**src/rtl/sio_pkg.sv**
```systemverilog
package sio_pkg;

  localparam int MODE_W = 5;

  typedef struct packed {
    logic load;      // parallel load from the bus
    logic shiftOut;  // falling edge: present next output bit
    logic shiftIn;   // rising edge: capture input bit and shift
  } sioStrobe_t;

  // half period of the internal shift clock, in system cycles
  function automatic int halfCount(input logic [1:0] sel);
    case (sel)
      2'd0:    return 2;
      2'd1:    return 8;
      2'd2:    return 16;
      default: return 32;
    endcase
  endfunction

endpackage

```
**src/rtl/sioCtrl.sv**
```systemverilog
module sioCtrl
  import sio_pkg::*;
#(
  parameter int DATA_W      = 8,
  parameter int SYNC_STAGES = 2
) (
  input  logic       clk,
  input  logic       rstN,
  input  logic       dataWr,
  input  logic       extMode,
  input  logic [1:0] divSel,
  input  logic       sclkIn,
  output sioStrobe_t strobe,
  output logic       sclkOut,
  output logic       sclkOe,
  output logic       soutOe,
  output logic       srdyOut,
  output logic       irqOut
);

  localparam int BIT_W = $clog2(DATA_W);
  localparam int CNT_W = 6;

  logic [BIT_W-1:0]       bitCnt;
  logic [CNT_W-1:0]       divCnt;
  logic [CNT_W-1:0]       halfLim;
  logic                   sclkReg;
  logic                   active;
  logic                   pending;
  logic                   srdyReg;
  logic                   irqReg;
  logic [SYNC_STAGES-1:0] syncQ;
  logic                   extPrev;
  logic                   extRise;
  logic                   extFall;
  logic                   intTick;

  assign halfLim = CNT_W'(halfCount(divSel) - 1);

  // external clock synchroniser, idles high
  always_ff @(posedge clk or negedge rstN) begin
    if (!rstN) begin
      syncQ   <= '1;
      extPrev <= 1'b1;
    end else begin
      syncQ   <= {syncQ[SYNC_STAGES-2:0], sclkIn};
      extPrev <= syncQ[SYNC_STAGES-1];
    end
  end

  assign extRise = extMode && syncQ[SYNC_STAGES-1] && !extPrev;
  assign extFall = extMode && !syncQ[SYNC_STAGES-1] && extPrev;
  assign intTick = !extMode && active && (divCnt == halfLim) && !dataWr;

  always_comb begin
    strobe.load     = dataWr;
    strobe.shiftOut = !dataWr && ((intTick && sclkReg) || extFall);
    strobe.shiftIn  = !dataWr && ((intTick && !sclkReg) || extRise);
  end

  always_ff @(posedge clk or negedge rstN) begin
    if (!rstN) begin
      sclkReg <= 1'b1;
      bitCnt  <= '0;
      divCnt  <= '0;
      active  <= 1'b0;
      pending <= 1'b0;
      srdyReg <= 1'b1;
      irqReg  <= 1'b0;
    end else begin
      irqReg <= 1'b0;
      if (dataWr) begin
        sclkReg <= 1'b1;
        bitCnt  <= BIT_W'(DATA_W - 1);
        divCnt  <= '0;
        active  <= !extMode;
        pending <= 1'b1;
        srdyReg <= 1'b0;
      end else if (!extMode) begin
        if (active) begin
          if (divCnt == halfLim) begin
            divCnt  <= '0;
            sclkReg <= !sclkReg;
            if (sclkReg) begin
              srdyReg <= 1'b1;
            end else if (bitCnt == '0) begin
              active  <= 1'b0;
              pending <= 1'b0;
              irqReg  <= 1'b1;
            end else begin
              bitCnt <= bitCnt - 1'b1;
            end
          end else begin
            divCnt <= divCnt + 1'b1;
          end
        end
      end else begin
        active  <= 1'b0;
        sclkReg <= 1'b1;
        if (extFall) srdyReg <= 1'b1;
        if (extRise && pending) begin
          if (bitCnt == '0) begin
            pending <= 1'b0;
            irqReg  <= 1'b1;
          end else begin
            bitCnt <= bitCnt - 1'b1;
          end
        end
      end
    end
  end

  assign sclkOut = sclkReg;
  assign sclkOe  = !extMode;
  assign soutOe  = extMode || active;
  assign srdyOut = srdyReg;
  assign irqOut  = irqReg;

  AST_LOAD_HIGH: assert property (@(posedge clk) disable iff (!rstN)
    dataWr && !extMode |=> sclkReg && active && (bitCnt == BIT_W'(DATA_W - 1)));
  AST_SRDY_DROP: assert property (@(posedge clk) disable iff (!rstN)
    dataWr |=> !srdyReg);
  AST_STROBE_EXCL: assert property (@(posedge clk) disable iff (!rstN)
    !(strobe.shiftIn && strobe.shiftOut));
  AST_STOP_HIGH: assert property (@(posedge clk) disable iff (!rstN)
    irqReg && !extMode |-> sclkReg && !active && !soutOe);
  AST_IRQ_PULSE: assert property (@(posedge clk) disable iff (!rstN)
    irqReg |=> !irqReg);
  AST_EXT_NO_EXTRA_IRQ: assert property (@(posedge clk) disable iff (!rstN)
    extMode && !pending && !dataWr |=> !irqReg);

endmodule

```
**src/rtl/sioData.sv**
```systemverilog
module sioData
  import sio_pkg::*;
#(
  parameter int DATA_W = 8
) (
  input  logic              clk,
  input  logic              rstN,
  input  sioStrobe_t        strobe,
  input  logic              msbFirst,
  input  logic              commonMode,
  input  logic [DATA_W-1:0] wrData,
  input  logic              sinPin,
  output logic [DATA_W-1:0] shReg,
  output logic              soutBit
);

  logic inBit;

  assign inBit = commonMode ? soutBit : sinPin;

  always_ff @(posedge clk or negedge rstN) begin
    if (!rstN) begin
      shReg   <= '0;
      soutBit <= 1'b1;
    end else if (strobe.load) begin
      shReg <= wrData;
    end else begin
      if (strobe.shiftOut)
        soutBit <= msbFirst ? shReg[DATA_W-1] : shReg[0];
      if (strobe.shiftIn) begin
        if (msbFirst) shReg <= {shReg[DATA_W-2:0], inBit};
        else          shReg <= {inBit, shReg[DATA_W-1:1]};
      end
    end
  end

  AST_SOUT_HOLD: assert property (@(posedge clk) disable iff (!rstN)
    !strobe.shiftOut |=> $stable(soutBit));
  AST_REG_HOLD: assert property (@(posedge clk) disable iff (!rstN)
    !strobe.shiftIn && !strobe.load |=> $stable(shReg));

endmodule

```
**src/rtl/sioPort.sv**
```systemverilog
module sioPort
  import sio_pkg::*;
#(
  parameter int DATA_W      = 8,
  parameter int SYNC_STAGES = 2
) (
  input  logic              clk,
  input  logic              rstN,
  input  logic              busWr,
  input  logic              busAddr,
  input  logic [DATA_W-1:0] busWrData,
  output logic [DATA_W-1:0] busRdData,
  input  logic              sclkIn,
  output logic              sclkOut,
  output logic              sclkOe,
  input  logic              sinPin,
  output logic              soutPin,
  output logic              soutOe,
  output logic              srdyOut,
  output logic              irqOut
);

  logic [MODE_W-1:0] modeReg;
  logic [DATA_W-1:0] shReg;
  logic              dataWr;
  sioStrobe_t        strobe;

  assign dataWr = busWr && !busAddr;

  always_ff @(posedge clk or negedge rstN) begin
    if (!rstN)               modeReg <= '0;
    else if (busWr && busAddr) modeReg <= busWrData[MODE_W-1:0];
  end

  sioCtrl #(.DATA_W(DATA_W), .SYNC_STAGES(SYNC_STAGES)) ctrl (
    .clk(clk), .rstN(rstN), .dataWr(dataWr), .extMode(modeReg[2]),
    .divSel(modeReg[1:0]), .sclkIn(sclkIn), .strobe(strobe),
    .sclkOut(sclkOut), .sclkOe(sclkOe), .soutOe(soutOe),
    .srdyOut(srdyOut), .irqOut(irqOut)
  );

  sioData #(.DATA_W(DATA_W)) dpath (
    .clk(clk), .rstN(rstN), .strobe(strobe), .msbFirst(modeReg[3]),
    .commonMode(modeReg[4]), .wrData(busWrData), .sinPin(sinPin),
    .shReg(shReg), .soutBit(soutPin)
  );

  assign busRdData = busAddr ? {{(DATA_W-MODE_W){1'b0}}, modeReg} : shReg;

endmodule

```
**config.mk**
```make
export PLATFORM = sky130hd
export DESIGN_NAME = sioPort
export DESIGN_NICKNAME = d
export VERILOG_FILES = /design/src/rtl/sio_pkg.sv /design/src/rtl/sioCtrl.sv /design/src/rtl/sioData.sv /design/src/rtl/sioPort.sv
export SDC_FILE = /design/constraint.sdc
export NUM_CORES = 1
export LEC_CHECK = 0
export BUFFER_PORTS_ARGS = -buffer_cell sky130_fd_sc_hd__buf_2
export CORE_ASPECT_RATIO = 1.2
export CORE_MARGIN = 3
export CORE_UTILIZATION = 35
export DETAILED_ROUTE_END_ITERATION = 8
export PLACE_DENSITY = 0.61
export SETUP_SLACK_MARGIN = 0.15
export SYNTH_ARGS = -nofsm -noshare
export SYNTH_HDL_FRONTEND = slang
export SYNTH_SLANG_ARGS = --single-unit
export TNS_END_PERCENT = 20
```
**constraint.sdc**
```tcl
create_clock -name clk -period 1.81 [get_ports clk]
set_input_delay 0.0905 -clock clk [delete_from_list [all_inputs] [get_ports clk]]
set_output_delay 0.0905 -clock clk [all_outputs]
set_load 0.02 [all_outputs]
```
==> summary.txt, run 1 <==
status - finished with violations
failing checks - negative setup slack
max-cap check violation count - 0
Seq/Total Area, Yosys - 44.4%
setup_tns - -506 ps
number of port buffers - 27
critical path's slowest cell - or4_4
CTS tree - built
Worst R2R Setup Slack - -70 ps
worst path arrival time - 2040 ps
CTS Sinks - 31
Primary FF master, synth - dfrtp_1
Filler cells - 475
Hold Vio Cnt, Final - 0
skew final - 4.46 ps
Final nets - 235
Final period util - 104%
Worst-Skew Late Latency - 280 ps
final total power - 2.45 mW
Synth warnings - 0
post-layout min period - 1880 ps
critical path, cell by cell - or4_4 -> a21boi_2 -> or3_1 -> buf_6 -> mux2_4
GPL Wtd Cong - 0.748
Die Area - 5930 sq um
gr usage total - 14.0%
routed wl met3 - 132 um
Mapped Avg Cell Area - 10.5 sq um
multi-input logic area - 952 sq um
Yosys reg bits - 31
Detailed Routing Iterations Pass 1 - 4
RSZ-0062 raised after global routing - true
IO Count - 28
CP Max Fanout - 8
metal1 wirelength - 1750 um
hold slack - 61.1 ps
core footprint - 4730 sq um
slew at the pin closest to its max-slew limit - 691 ps
Mapped Cells - 168
Post-synth ARST share - 100%
CP startpoint kind - flip-flop
Max Slew Vio Count - 0
post-synthesis cell area - 1760 sq um
DR top layer - met4
Hold Path Class - in -> reg
Peak VDD IR - 0.399 mV
Die Span X - 70.8 um
DR vias - 1396
CP Capture Type - flip-flop
vias in the first global route - 1397
syn_nets - 185
Starting Density - 37.3%
initial antenna violation count - 0
Ant. Diodes - 0
Fmax achieved - 0.533 GHz
drt via density - 5.04
storage element area - 783 sq um
FP Rows - 27
CTS H-tree depth - 2
DP HPWL - 2840 um
drt wl/cell - 13.8 um
layout cells sized above 1 - 44.7%
clk slew on worst S/H paths - 60 ps
Detailed Route Iter0 Violations - 48
CTS Buf Count - 5
Worst EP required - 1970 ps
setup ws final - -67.3 ps
leakage - 1.04 nW
relative slew slack - 53.9%
number of flops mapped to enable cells by yosys - 0
clock root cell - clkbuf_8
Netlist cell types - 40
total grt overflow - 0
Routed Antenna Nets - 0
synth-to-layout area growth - 28.7%
final-report setup violation count - 8
Final Routed Wirelength - 3810 um
WL met2 - 1850 um
Setup CP Type - reg -> reg
DRC - 0
largest net degree at the start of global routing - 32
first-pass GRT wire length - 6620 um
Worst path max stage delay - 570 ps
Die Span Y - 83.7 um
P per Cell Area - 1080 nW/um^2
clock buffer depth - 2
post-place setup slack - -84.3 ps
worst max-delay path, delay by kind of cell (launching register included):
family | cells | cell delay, ps
AND/OR/NAND/NOR | 2 | 710
flip-flops | 1 | 410
multiplexers | 1 | 310
buffers and inverters | 1 | 170
AO/OA/AOI/OAI | 1 | 160
cell usage after synthesis, types with 2 or more instances:
cell       instances  area (sq um)
or2_2              2          12.5
clkbuf_1           4          15.0
nand3_1            3          15.0
xor2_1             2          17.5
nand2_1           16          60.1
dfrtp_1           25           626
nor2_1             7          26.3
mux2i_1            9          90.1
ha_1               3          37.5
inv_1              7          26.3
or3_1              3          18.8
mux2_2            12           135
nand3b_1           2          15.0
mux2_4             8           120
a211oi_1           3          22.5
nor3_1             3          15.0
buf_2              3          15.0
nor2b_1            7          43.8
a21oi_1            8          40.0
o21ai_0           10          50.1
a21o_1             3          22.5
dfstp_2            6           158
a31oi_1            4          25.0
a2111oi_0          2          17.5
metrics by stage:
step                area [sq um]  std cells  utilization, %
finish                      2270        277            48.0
global route                2270        277            48.0
CTS                         2270        277            47.9
detailed placement          2070        264            43.9
global placement            2070        264            43.9
floorplan                   1760        168               -
per-layer routing:
layer	up-vias	GRT usage, %
li1	698	-
met1	668	18.8
met2	23	21.8
met3	7	3.25
met4	0	5.30
met5	-	0
layout by cell type (no fill, tap or decap), drive strengths merged, types with 8 or more instances in the layout:
cell type	n
a21oi	8
buf	50
clkbuf	8
dfrtp	25
mux2	20
mux2i	9
nand2	16
o21ai	10
repair_timing:
item                                   in CTS  in global routing
setup buffers                               3                  0
setup endpoints to repair                  16                 19
pin swaps                                   4                  2
hold buffers                                2                  0
endpoints found under the hold margin      26                  0
resized for setup                          13                  1
report_power, final:
| part | switching, mW | total, mW | internal (mW) |
|---|---|---|---|
| sequential | 0.157 | 1.01 | 0.857 |
| clock | 0.239 | 0.586 | 0.346 |
| combinational | 0.389 | 0.850 | 0.461 |
cell families (layout without fill, tap and decap cells):
logic type | count (synthesis) | count (layout) | share of synthesized area, %
fa+ha+maj | 3 | 3 | 2.13
flops | 31 | 31 | 44.4
compound gates | 35 | 35 | 12.8
xor+xnor | 3 | 3 | 1.49
simple gates | 51 | 51 | 15.3
buf+inv | 16 | 67 | 4.26
mux | 29 | 29 | 19.6
state kept, by name, summed over array words and instances, names as in the netlist, 2 cells and up:
name and cells:
ctrl.syncQ 2, modeReg 5, ctrl.divCnt 6, ctrl.bitCnt 3
dpath.shReg 8
path summary, 6_finish.rpt:
path | startpoint | to | cells after the start
min reg2reg | ctrl.syncQ[0] | ctrl.syncQ[1] | 0
max in group asynchronous | rstN | ctrl.bitCnt[1] | 2
min | busWrData[3] | modeReg[3] | 2
max reg2reg | modeReg[0] | dpath.shReg[6] | 5
min in group asynchronous | rstN | modeReg[3] | 2
max | modeReg[0] | dpath.shReg[6] | 5
layout make-up:
cell class,instances,area share [%]
multi-input combinational,121,42.0
tap,58,3.20
inverter,7,1.16
clock buffer,8,4.41
timing repair buffer,52,14.8
sequential,31,34.5
Note: power is estimated with default switching activity, not from simulation.
==> inputs of run 2 (changes only) <==
Clock period 1.81 ns to 1.7 ns, I/O delays scaled along.
==> run 2 against run 1 <==
The run still ends with negative setup slack left. Highest routed layer unchanged. Power grew 6.0%. Utilization grew 0.82 points. Global-route usage shrank 0.19 points. Design area grew 1.7%.
==> summary.txt, run 2 (synthesized netlist as in run 1, its figures left out) <==
FP Rows - 27
HP Start - busWrData[4]
CTS Buf Count - 5
gr usage total - 13.8%
CTS tree - built
CP startpoint kind - flip-flop
Final period util - 109%
Worst EP required - 1860 ps
post-layout min period - 1860 ps
R2R depth - 6
max reg flops - 8
clk slew on worst S/H paths - 70 ps
DR top layer - met4
Max Slew Vio Count - 0
Detailed Routing Iterations Pass 1 - 4
commonest cells after routing, fill and taps aside - buf_2 (27), buf_4 (27), dfrtp_1 (25), nand2_1 (16), mux2_2 (12)
vias in the first global route - 1393
routed wl met3 - 144 um
setup_tns - -1460 ps
first-pass GRT wire length - 6620 um
largest net degree at the start of global routing - 32
GPL Wtd Cong - 0.766
Starting Density - 37.3%
Ant. Diodes - 0
DRC - 0
Peak VDD IR - 0.430 mV
Worst-Skew Late Latency - 270 ps
slew at the pin closest to its max-slew limit - 699 ps
Setup CP Type - reg -> reg
number of port buffers - 27
CP Capture Type - flip-flop
metal1 wirelength - 1810 um
Hold Path Class - in -> reg
leakage - 1.06 nW
Final Routed Wirelength - 3950 um
skew final - 5.46 ps
r2r endpoint - dpath.shReg[5]
Detailed Route Iter0 Violations - 69
hold slack - 55.0 ps
Routed Antenna Nets - 0
hold depth - 2
Fmax achieved - 0.538 GHz
worst path arrival time - 2020 ps
Die Area - 5930 sq um
final-report setup violation count - 16
Hold Vio Cnt, Final - 0
layout cells sized above 1 - 45.3%
status - finished with violations
Top Registers - dpath.shReg: 8 flops, ctrl.divCnt: 6 flops, modeReg: 5 flops
drt via density - 4.99
Area after DPL - 2110 sq um
hold path endpoint - modeReg[4]
storage element area - 783 sq um
core footprint - 4730 sq um
CTS Sinks - 31
P per Cell Area - 1120 nW/um^2
synth-to-layout area growth - 30.9%
setup ws final - -159 ps
Filler cells - 453
clock root cell - clkbuf_8
multi-input logic area - 955 sq um
RSZ-0062 raised after global routing - true
worst r2r src - ctrl.divCnt[1]
IO Count - 28
failing checks - negative setup slack
CP Max Fanout - 8
Reg with most FFs - dpath.shReg
Die Span Y - 83.7 um
clock buffer depth - 2
Post-Layout Inst Area - 2310 sq um
CTS H-tree depth - 2
relative slew slack - 53.4%
drt wl/cell - 13.9 um
DR vias - 1413
WL met2 - 1940 um
Die Span X - 70.8 um
Final nets - 241
DP HPWL - 2830 um
initial antenna violation count - 0
max-cap check violation count - 0
total grt overflow - 0
Worst R2R Setup Slack - -160 ps
## run 2: cell types whose count changed in the layout (fill, tap and decap cells not counted), sizes merged
cell,previous run,this run
buf,50,56
clkbuf,8,7
clkinv,0,1
## run 2: power by group
part | total (mW) | internal [mW] | switching (mW)
Sequential | 1.09 | 0.912 | 0.174
Combinational | 0.920 | 0.505 | 0.415
Clock | 0.589 | 0.326 | 0.263
Total | 2.60 | 1.74 | 0.853
## run 2: layout make-up
type / instances / area share (%)
timing repair buffer: 58 / 16.5
sequential: 31 / 33.9
clock buffer: 7 / 3.74
clock inverter: 1 / 0.217
multi-input combinational: 121 / 41.4
inverter: 7 / 1.14
tap: 58 / 3.14
## run 2: worst max path at each step
stage | slack [ps] | endpoint | startpoint | depth (start not counted)
floorplan | -110 | dpath.shReg[0] | ctrl.active | 7
global placement | -160 | dpath.shReg[7] | modeReg[0] | 5
detailed placement | -220 | dpath.shReg[5] | modeReg[0] | 5
CTS | -150 | dpath.shReg[5] | modeReg[1] | 6
global route | -200 | dpath.shReg[5] | ctrl.divCnt[1] | 6
finish | -160 | dpath.shReg[5] | ctrl.divCnt[1] | 6
## run 2: repair_timing
| action | in CTS | in global routing |
|---|---|---|
| hold buffers | 2 | 0 |
| resized for setup | 9 | 3 |
| hold endpoints to repair | 26 | 0 |
| endpoints found under the setup margin | 21 | 22 |
| pin swaps | 3 | 0 |
| buffers inserted | 3 | 1 |
## run 2: per-layer routing
metal,vias to the layer above,GRT usage (%)
li1,710,-
met1,670,18.6
met2,27,21.9
met3,6,3.01
met4,0,4.27
met5,-,0
## run 2: stage by stage
step | cells | power [mW] | utilization (%) | setup WS, ps
floorplan | 168 | 1.67 | - | -114
global placement | 269 | 1.97 | 44.7 | -160
detailed placement | 269 | 1.98 | 44.7 | -220
CTS | 282 | 2.61 | 48.3 | -147
global route | 283 | 2.77 | 48.8 | -204
finish | 283 | 2.60 | 48.8 | -159
## run 2: critical path: stages, from the launching register on
cell and delay, ps:
dfrtp_1 420, and3_4 170, o2111a_1 230, a21boi_2 160, or3_1 320, buf_6 160
mux2_4 300
